$ cat src/rtl/gpio_bank_pkg.sv
package gpio_bank_pkg;
  localparam int ADDR_W = 5;

  typedef enum logic [2:0] {
    W_DOUT  = 3'd0,
    W_DIR   = 3'd1,
    W_BLINK = 3'd2,
    W_INV   = 3'd3,
    W_DIN   = 3'd4,
    W_CAUSE = 3'd5,
    W_EDGE  = 3'd6,
    W_LEVEL = 3'd7
  } reg_word_e;

  function automatic reg_word_e word_of(input logic [ADDR_W-1:0] a);
    return reg_word_e'(a[4:2]);
  endfunction
endpackage

$ cat src/rtl/gpio_in_sync.sv
module gpio_in_sync #(
  parameter int W = 32
) (
  input  logic         clk,
  input  logic         rst_n,
  input  logic [W-1:0] d,
  output logic [W-1:0] q1,
  output logic [W-1:0] q2
);
  always_ff @(posedge clk or negedge rst_n) begin
    if (!rst_n) begin
      q1 <= '0;
      q2 <= '0;
    end else begin
      q1 <= d;
      q2 <= q1;
    end
  end
endmodule

$ cat src/rtl/gpio_blink_timer.sv
module gpio_blink_timer #(
  parameter int BITS = 24
) (
  input  logic clk,
  input  logic rst_n,
  output logic phase,
  output logic wrap
);
  logic [BITS-1:0] cnt;

  assign wrap = &cnt;

  always_ff @(posedge clk or negedge rst_n) begin
    if (!rst_n) begin
      cnt   <= '0;
      phase <= 1'b0;
    end else begin
      cnt <= cnt + 1'b1;
      if (wrap) phase <= ~phase;
    end
  end
endmodule

$ cat src/rtl/gpio_irq_merge.sv
module gpio_irq_merge #(
  parameter int PINS  = 32,
  parameter int GROUP = 8,
  localparam int NGRP = PINS / GROUP
) (
  input  logic [PINS-1:0] cause,
  input  logic [PINS-1:0] edge_mask,
  input  logic [PINS-1:0] lvl_mask,
  output logic [NGRP-1:0] irq
);
  function automatic logic [PINS-1:0] armed_bits(input logic [PINS-1:0] c,
                                                 input logic [PINS-1:0] e,
                                                 input logic [PINS-1:0] l);
    return c & (e | l);
  endfunction

  logic [PINS-1:0] armed;
  assign armed = armed_bits(cause, edge_mask, lvl_mask);

  for (genvar g = 0; g < NGRP; g++) begin : g_grp
    assign irq[g] = |armed[g*GROUP +: GROUP];
  end
endmodule

$ cat src/rtl/gpio_bank.sv
module gpio_bank
  import gpio_bank_pkg::*;
#(
  parameter int PINS       = 32,
  parameter int GROUP      = 8,
  parameter int BLINK_BITS = 24,
  localparam int NGRP      = PINS / GROUP
) (
  input  logic              clk,
  input  logic              rst_n,
  input  logic              reg_we,
  input  logic [ADDR_W-1:0] reg_addr,
  input  logic [PINS-1:0]   reg_wdata,
  output logic [PINS-1:0]   reg_rdata,
  input  logic [PINS-1:0]   pin_in,
  output logic [PINS-1:0]   pin_out,
  output logic [PINS-1:0]   pin_oe,
  output logic [NGRP-1:0]   irq
);
  logic [PINS-1:0] dout, dir_ctl, blink_en, pol, cause, edge_mask, lvl_mask;
  logic [PINS-1:0] sync1, sync2, adj_in, adj_prev, edge_evt, keep;
  logic            blink_phase, blink_wrap, cause_wr;
  reg_word_e       wsel;

  function automatic logic [PINS-1:0] next_cause(input logic [PINS-1:0] cur,
                                                 input logic [PINS-1:0] kp,
                                                 input logic [PINS-1:0] rise,
                                                 input logic [PINS-1:0] lm,
                                                 input logic [PINS-1:0] lvl);
    return (lm & lvl) | (~lm & ((cur & kp) | rise));
  endfunction

  function automatic logic [PINS-1:0] drive_value(input logic [PINS-1:0] d,
                                                  input logic [PINS-1:0] bl,
                                                  input logic ph);
    return (bl & {PINS{ph}}) | (~bl & d);
  endfunction

  gpio_in_sync #(.W(PINS)) u_sync (
    .clk(clk), .rst_n(rst_n), .d(pin_in), .q1(sync1), .q2(sync2)
  );

  gpio_blink_timer #(.BITS(BLINK_BITS)) u_blink (
    .clk(clk), .rst_n(rst_n), .phase(blink_phase), .wrap(blink_wrap)
  );

  gpio_irq_merge #(.PINS(PINS), .GROUP(GROUP)) u_irq (
    .cause(cause), .edge_mask(edge_mask), .lvl_mask(lvl_mask), .irq(irq)
  );

  assign wsel     = word_of(reg_addr);
  assign adj_in   = sync2 ^ pol;
  assign edge_evt = adj_in & ~adj_prev;
  assign cause_wr = reg_we && (wsel == W_CAUSE);
  assign keep     = cause_wr ? reg_wdata : '1;

  always_ff @(posedge clk or negedge rst_n) begin
    if (!rst_n) begin
      dout      <= '0;
      dir_ctl   <= '1;
      blink_en  <= '0;
      pol       <= '0;
      edge_mask <= '0;
      lvl_mask  <= '0;
    end else if (reg_we) begin
      case (wsel)
        W_DOUT:  dout      <= reg_wdata;
        W_DIR:   dir_ctl   <= reg_wdata;
        W_BLINK: blink_en  <= reg_wdata;
        W_INV:   pol       <= reg_wdata;
        W_EDGE:  edge_mask <= reg_wdata;
        W_LEVEL: lvl_mask  <= reg_wdata;
        default: ;
      endcase
    end
  end

  always_ff @(posedge clk or negedge rst_n) begin
    if (!rst_n) begin
      cause    <= '0;
      adj_prev <= '0;
    end else begin
      cause    <= next_cause(cause, keep, edge_evt, lvl_mask, adj_in);
      adj_prev <= adj_in;
    end
  end

  always_comb begin
    case (wsel)
      W_DOUT:  reg_rdata = dout;
      W_DIR:   reg_rdata = dir_ctl;
      W_BLINK: reg_rdata = blink_en;
      W_INV:   reg_rdata = pol;
      W_DIN:   reg_rdata = adj_in;
      W_CAUSE: reg_rdata = cause;
      W_EDGE:  reg_rdata = edge_mask;
      default: reg_rdata = lvl_mask;
    endcase
  end

  assign pin_out = drive_value(dout, blink_en, blink_phase);
  assign pin_oe  = ~dir_ctl;
endmodule

$ cat config.mk
export PLATFORM = sky130hd
export DESIGN_NAME = gpio_bank
export DESIGN_NICKNAME = d
export VERILOG_FILES = /design/src/rtl/gpio_bank_pkg.sv /design/src/rtl/gpio_in_sync.sv /design/src/rtl/gpio_blink_timer.sv /design/src/rtl/gpio_irq_merge.sv /design/src/rtl/gpio_bank.sv
export SDC_FILE = /design/constraint.sdc
export NUM_CORES = 1
export LEC_CHECK = 0
export ABC_AREA = 1
export BUFFER_PORTS_ARGS = -buffer_cell sky130_fd_sc_hd__buf_2
export CAP_MARGIN = 10
export CORE_MARGIN = 2
export CORE_UTILIZATION = 30
export DETAILED_ROUTE_END_ITERATION = 8
export GPL_ROUTABILITY_DRIVEN = 0
export SLEW_MARGIN = 25
export SYNTH_ARGS = -nofsm -noshare
export SYNTH_HDL_FRONTEND = slang
export SYNTH_SLANG_ARGS = --single-unit
$ cat constraint.sdc
create_clock -name clk -period 4.4 [get_ports clk]
set_input_delay 1.32 -clock clk [delete_from_list [all_inputs] [get_ports clk]]
set_output_delay 1.32 -clock clk [all_outputs]
set_load 0.1 [all_outputs]
==> results of run 1 <==
==> per-stage QoR <==
| stage | cells | hold slack (ns) | power (mW) | instance area, sq um | utilization (%) |
|---|---|---|---|---|---|
| finish | 2809 | 0.3464 | 10.63 | 19200 | 37.43 |
| global route | 2809 | 0.3530 | 11.14 | 19200 | 37.43 |
| CTS | 2809 | 0.3479 | 10.73 | 19200 | 37.43 |
| detailed placement | 2741 | 0.3347 | 7.280 | 17850 | 34.80 |
| global placement | 2741 | 0.3344 | 7.211 | 17850 | 34.80 |
| floorplan | 1944 | 0.3312 | 6.312 | 15590 | - |
==> critical path, cell delays in order <==
cell and delay (ns):
buf_2 0.16, clkinv_2 0.22, nand3_1 0.20, buf_12 0.22, nor2_1 0.06, nor2_1 0.26, nand3_1 0.27, buf_12 0.25
==> final timing paths <==
| check | cells past startpoint | end | startpoint | slack [ns] |
|---|---|---|---|---|
| worst max-delay path | 8 | reg_rdata[20] | reg_addr[4] | 0.10 |
| worst min-delay path | 0 | u_sync.q2[0]$_DFF_PN0_ | u_sync.q1[0]$_DFF_PN0_ | 0.35 |
| worst max register to register | 8 | u_blink.phase$_DFFE_PN0P_ | u_blink.cnt[0]$_DFF_PN0_ | 2.91 |
| worst min register to register | 0 | u_sync.q2[0]$_DFF_PN0_ | u_sync.q1[0]$_DFF_PN0_ | 0.35 |
| max in group asynchronous | 2 | dir_ctl[22]$_DFFE_PN1P_ | rst_n | 2.67 |
| min in group asynchronous | 1 | blink_en[10]$_DFFE_PN0P_ | rst_n | 0.79 |
==> layout by cell type (no fill, tap or decap), drive strengths merged <==
master and count:
nor2 197, nand3b 5, inv 176, xnor2 7
bufinv 5, buf 210, nand2 604, nand4 42
dfrtp 313, o21a 2, ha 1, clkinv 8
xor2 8, o21ai 256, clkbuf 55, or2 3
dfstp 32, nor3 2, nand3 203
==> cell families after synthesis <==
logic type	share of synthesized area, %
AOI/OAI and AO/OA	8.314
xor gates and xnor gates	0.8427
adders and majority gates	0.08024
buffers and inverters	6.877
DFF	55.63
and+or+nand+nor	28.26
==> routing by layer <==
metal / wire [microns] / share of wire [%] / up-vias
met2: 21090 / 45 / 428
li1: - / - / 6502
met5: 0 / 0 / -
met4: 980 / 2.1 / 0
met3: 3326 / 7.1 / 64
met1: 21440 / 46 / 6411
==> sequential cells by signal, indices dropped and copies added, names as in the netlist <==
signal / count
dir_ctl: 32
u_blink.cnt: 24
u_blink.phase: 1
blink_en: 32
u_sync.q2: 32
cause: 32
u_sync.q1: 32
edge_mask: 32
lvl_mask: 32
pol: 32
dout: 32
adj_prev: 32
==> where the power goes <==
group | leakage [nW] | internal, mW | switching (mW)
Combinational | 4.66 | 0.768 | 2.32
Sequential | 4.14 | 3.74 | 0.397
Clock | 0.667 | 2.11 | 1.30
Total | 9.47 | 6.61 | 4.02
==> final cells by class <==
| cell class | instances | area, sq um |
|---|---|---|
| Clock buffer | 55 | 1149 |
| Clock inverter | 13 | 197.7 |
| Fill cell | 5148 | 32100 |
| Inverter | 176 | 661.9 |
| Multi-Input combinational cell | 1330 | 5862 |
| Sequential cell | 345 | 8673 |
| Tap cell | 680 | 850.8 |
| Timing Repair Buffer | 210 | 1807 |
==> results_dict.tcl, run 1 <==
set metrics [dict create \
    core-area_sq_um 51300 \
    cp-start-kind "input port" \
    antenna_found_initial 0 \
    cts_root_buf "clkbuf_16" \
    clk_latency_ns 0.55 \
    post_synth_num_cell_types 26 \
    ir_drop_v 0.0002010 \
    fin_crit_ns 4.298 \
    area_growth_syn_to_layout_pct 23.15 \
    port_buffers 169 \
    drive_gt1_share_pct 15.03 \
    grt_pass1_vias 12663 \
    required_ns 3.08 \
    yosysTopAreaCell "dfrtp_1" \
    drc 0 \
    synth-seq-cells 345 \
    grt_use_met1_pct 24.72 \
    fin_skew_ns 0.008753 \
    ant_nets 0 \
    post-route-period-util_pct 97.67 \
    cap_viol_max_count 0 \
    io_pins 172 \
    fin_ws_ns 0.1025 \
    worstSetupPathType "in -> out" \
    cts_max_level 2 \
    grt_usage_pct 17.43 \
    dp_hpwl_mm 32.64 \
    nets 2175 \
    drtIter0Drc 1253 \
    synth_flop_cell "dfrtp_1" \
    syn_area_sq_um 15590 \
    n_antenna_cell 0 \
    power.density_nw_per_um2 553.7 \
    ctsResizeCount 0 \
    rsz0062_at_grt "false" \
    synthMostInstantiatedCell "nand2_1" \
    ys_warn_count 0 \
    postSynthAreaPerCell_sq_um 8.020 \
    post-place-ws_ns 0.1211 \
    hold_violations 0 \
    grtUsageMet2_pct 26.77 \
    crit_path_end_kind "output port" \
    postCtsSetupBuffers 0 \
    rows 83 \
    tightest_slew_ns 0.7925 \
    num_vias 13405 \
    final.setup.tns_ns 0 \
    start_util_pct 30.39 \
    clk_pin_slew_ns 0.06 \
    drt_wl_total_mm 46.84 \
    outcome "finished, final reports clean" \
    ys_top_cells_by_area "dfrtp_1 (50%), nand2_1 (15%), o21ai_0 (7.1%), nand3_1 (6.4%), dfstp_2 (5.4%)" \
    grt_use_met3_pct 3.242 \
    synth_edf_count 0 \
    cp_max_fo 32 \
    numCtsBuffers 39 \
    synth_top_area_share_pct 50.24 \
    grt_max_degree 95 \
    arrival_ns 2.98 \
    dr.pass1.iters 6 \
    slew_headroom_pct 47.17 \
    drv_slew 0 \
    cts_buffer_depth 3 \
    overflow 0 \
    ctsHoldBuffers 0 \
    cts_tree "built" \
    seq_area_frac_synth_pct 55.63 \
    grt_busiest_layer "met2" \
    via_per_inst 4.772 \
    clock_sinks 345 \
    synth_nets 2017 \
    synthCells 1944 \
    setup_viol 0 \
    grt_first_pass_wirelength_mm 72.54 \
    hp-class "reg -> reg" \
    die_area_sq_um 53810 \
    detail_route.wl_per_cell_microns 16.68 \
    synthTopCellsByCount "nand2_1 (603), dfrtp_1 (313), o21ai_0 (221)" \
    dieWidth_microns 232.0 \
    leakagePower_nw 9.471 \
    dieHeight_microns 232.0 \
    async_reset_ff_share_pct 100.0 \
    fmax_ghz 0.2327 \
]
No activity file was read; power rests on OpenSTA's default activity.
==> inputs of run 2 (changes only) <==
- CELL_PAD_IN_SITES_DETAIL_PLACEMENT: unset -> 1
- CELL_PAD_IN_SITES_GLOBAL_PLACEMENT: unset -> 1
- PLACE_DENSITY_LB_ADDON: unset -> 0.1
==> results_dict.tcl, run 2 (same netlist as run 1, synthesis figures left out) <==
set metrics [dict create \
    outcome "finished, final reports clean" \
    grt_usage_pct 20.15 \
    fmax_ghz 0.2336 \
    dr.pass1.iters 5 \
    crit_path_end_kind "output port" \
    io_pins 172 \
    final.setup.tns_ns 0 \
    die_area_sq_um 53810 \
    crit_family "buffers and inverters" \
    grt_pass1_vias 13647 \
    start_util_pct 30.39 \
    drt_wl_total_mm 53.23 \
    cts_max_level 2 \
    rows 83 \
    grt_max_degree 94 \
    drv_slew 0 \
    postCtsSetupBuffers 0 \
    drtIter0Drc 781 \
    stdcell_count 2824 \
    dp_hpwl_mm 36.04 \
    fin_crit_ns 4.282 \
    worstSetupPathType "in -> out" \
    cp-start-kind "input port" \
    ff_latch_area_sq_um 8673 \
    place_inst 2747 \
    via_per_inst 4.776 \
    clk_pin_slew_ns 0.06 \
    grt_first_pass_wirelength_mm 82.13 \
    required_ns 3.08 \
    ctsHoldBuffers 0 \
    arrival_ns 2.96 \
    core-area_sq_um 51300 \
    clk_latency_ns 0.57 \
    cts_buffer_depth 3 \
    post-route-period-util_pct 97.31 \
    cp_max_fo 32 \
    power.density_nw_per_um2 555.4 \
    ir_drop_v 0.0002372 \
    cp_slowest_stage_delay_ns 0.31 \
    crit_chain "buf_2 -> inv_2 -> nand3_1 -> buf_12 -> nor2_1 -> nor2_1 -> nand3_1 -> buf_12" \
    cap_viol_max_count 0 \
    ant_nets 0 \
    layout_common_cells "nand2_1 (603), dfrtp_1 (313), o21ai_0 (221)" \
    fillCellCount 6114 \
    multiInputGateArea_sq_um 5862 \
    overflow 0 \
    dieHeight_microns 232.0 \
    setup_viol 0 \
    leakagePower_nw 9.493 \
    detail_route.wl_per_cell_microns 18.85 \
    area_growth_syn_to_layout_pct 23.50 \
    hold_violations 0 \
    cts_tree "built" \
    layout_commonest_cell "nand2_1" \
    drive_gt1_share_pct 15.33 \
    hp-class "reg -> reg" \
    path_buf_inv 4 \
    drc 0 \
    port_buffers 169 \
    antenna_found_initial 3 \
    num_vias 13488 \
    dieWidth_microns 232.0 \
    slowest_stage "nand3_1" \
    rsz0062_at_grt "false" \
    numCtsBuffers 42 \
    slew_headroom_pct 45.54 \
    fin_skew_ns 0.01461 \
    cts_root_buf "clkbuf_16" \
    tightest_slew_ns 0.8169 \
    nets 2184 \
    clock_sinks 345 \
]
==> run 2: changes by cell type in the layout (fill, tap and decap cells not counted), sizes merged <==
cell    before  now
bufinv       5    2
clkbuf      55   61
buf        210  216
clkinv       8   10
diode        0    4
==> run 2: where the power goes <==
part	internal (mW)	total [mW]	switching, mW	leakage [nW]
clock	2.04	3.44	1.40	0.667
sequential	3.74	4.14	0.403	4.14
combinational	0.776	3.11	2.34	4.68
total	6.55	10.7	4.14	9.49
==> run 2: what timing repair did <==
item / 4_1_cts / 5_1_grt
pin swaps: 0 / 0
endpoints found under the setup margin: 1 / 4
resized for setup: 1 / 1
cloned: 0 / 0
==> run 2: per-layer routing <==
layer	up-vias	wire length (microns)	track usage [%]
met5	-	13	0
met4	2	962	5.208
met3	51	1877	2.542
met2	227	22940	29.91
met1	6680	27440	30.72
li1	6528	-	-
==> run 2: final timing paths <==
kind,cells past startpoint,endpoint,start,slack (ns)
min reg2reg,0,u_sync.q2[29]$_DFF_PN0_,u_sync.q1[29]$_DFF_PN0_,0.34
min in group asynchronous,1,pol[26]$_DFFE_PN0P_,rst_n,0.71
max reg2reg,7,u_blink.cnt[21]$_DFF_PN0_,u_blink.cnt[2]$_DFF_PN0_,2.81
max in group asynchronous,2,edge_mask[19]$_DFFE_PN0P_,rst_n,2.72
min,0,u_sync.q2[29]$_DFF_PN0_,u_sync.q1[29]$_DFF_PN0_,0.34
max,8,reg_rdata[15],reg_addr[3],0.12
==> run 2: area by class of cell <==
class / count / share of cell area, %
well taps: 680 / 4.419
clock buffers: 61 / 6.355
diodes: 4 / 0.05199
repair buffers: 216 / 9.656
clock inverters: 12 / 0.5913
inverters: 176 / 3.438
flip-flops and latches: 345 / 45.05
multi-input cells: 1330 / 30.44
==> run 2: metrics by stage <==
step / util (%) / hold WS, ns / cell area (sq um) / power [mW] / setup WS (ns)
2_1_floorplan: - / 0.3312 / 15590 / 6.312 / 0.1467
3_3_place_gp: 34.89 / 0.3315 / 17900 / 7.268 / 0.02210
3_5_place_dp: 34.89 / 0.3363 / 17900 / 7.333 / 0.01521
4_1_cts: 37.51 / 0.3466 / 19240 / 10.84 / 0.06097
5_1_grt: 37.51 / 0.3528 / 19240 / 11.23 / 0.005059
6_report: 37.53 / 0.3441 / 19250 / 10.69 / 0.1183
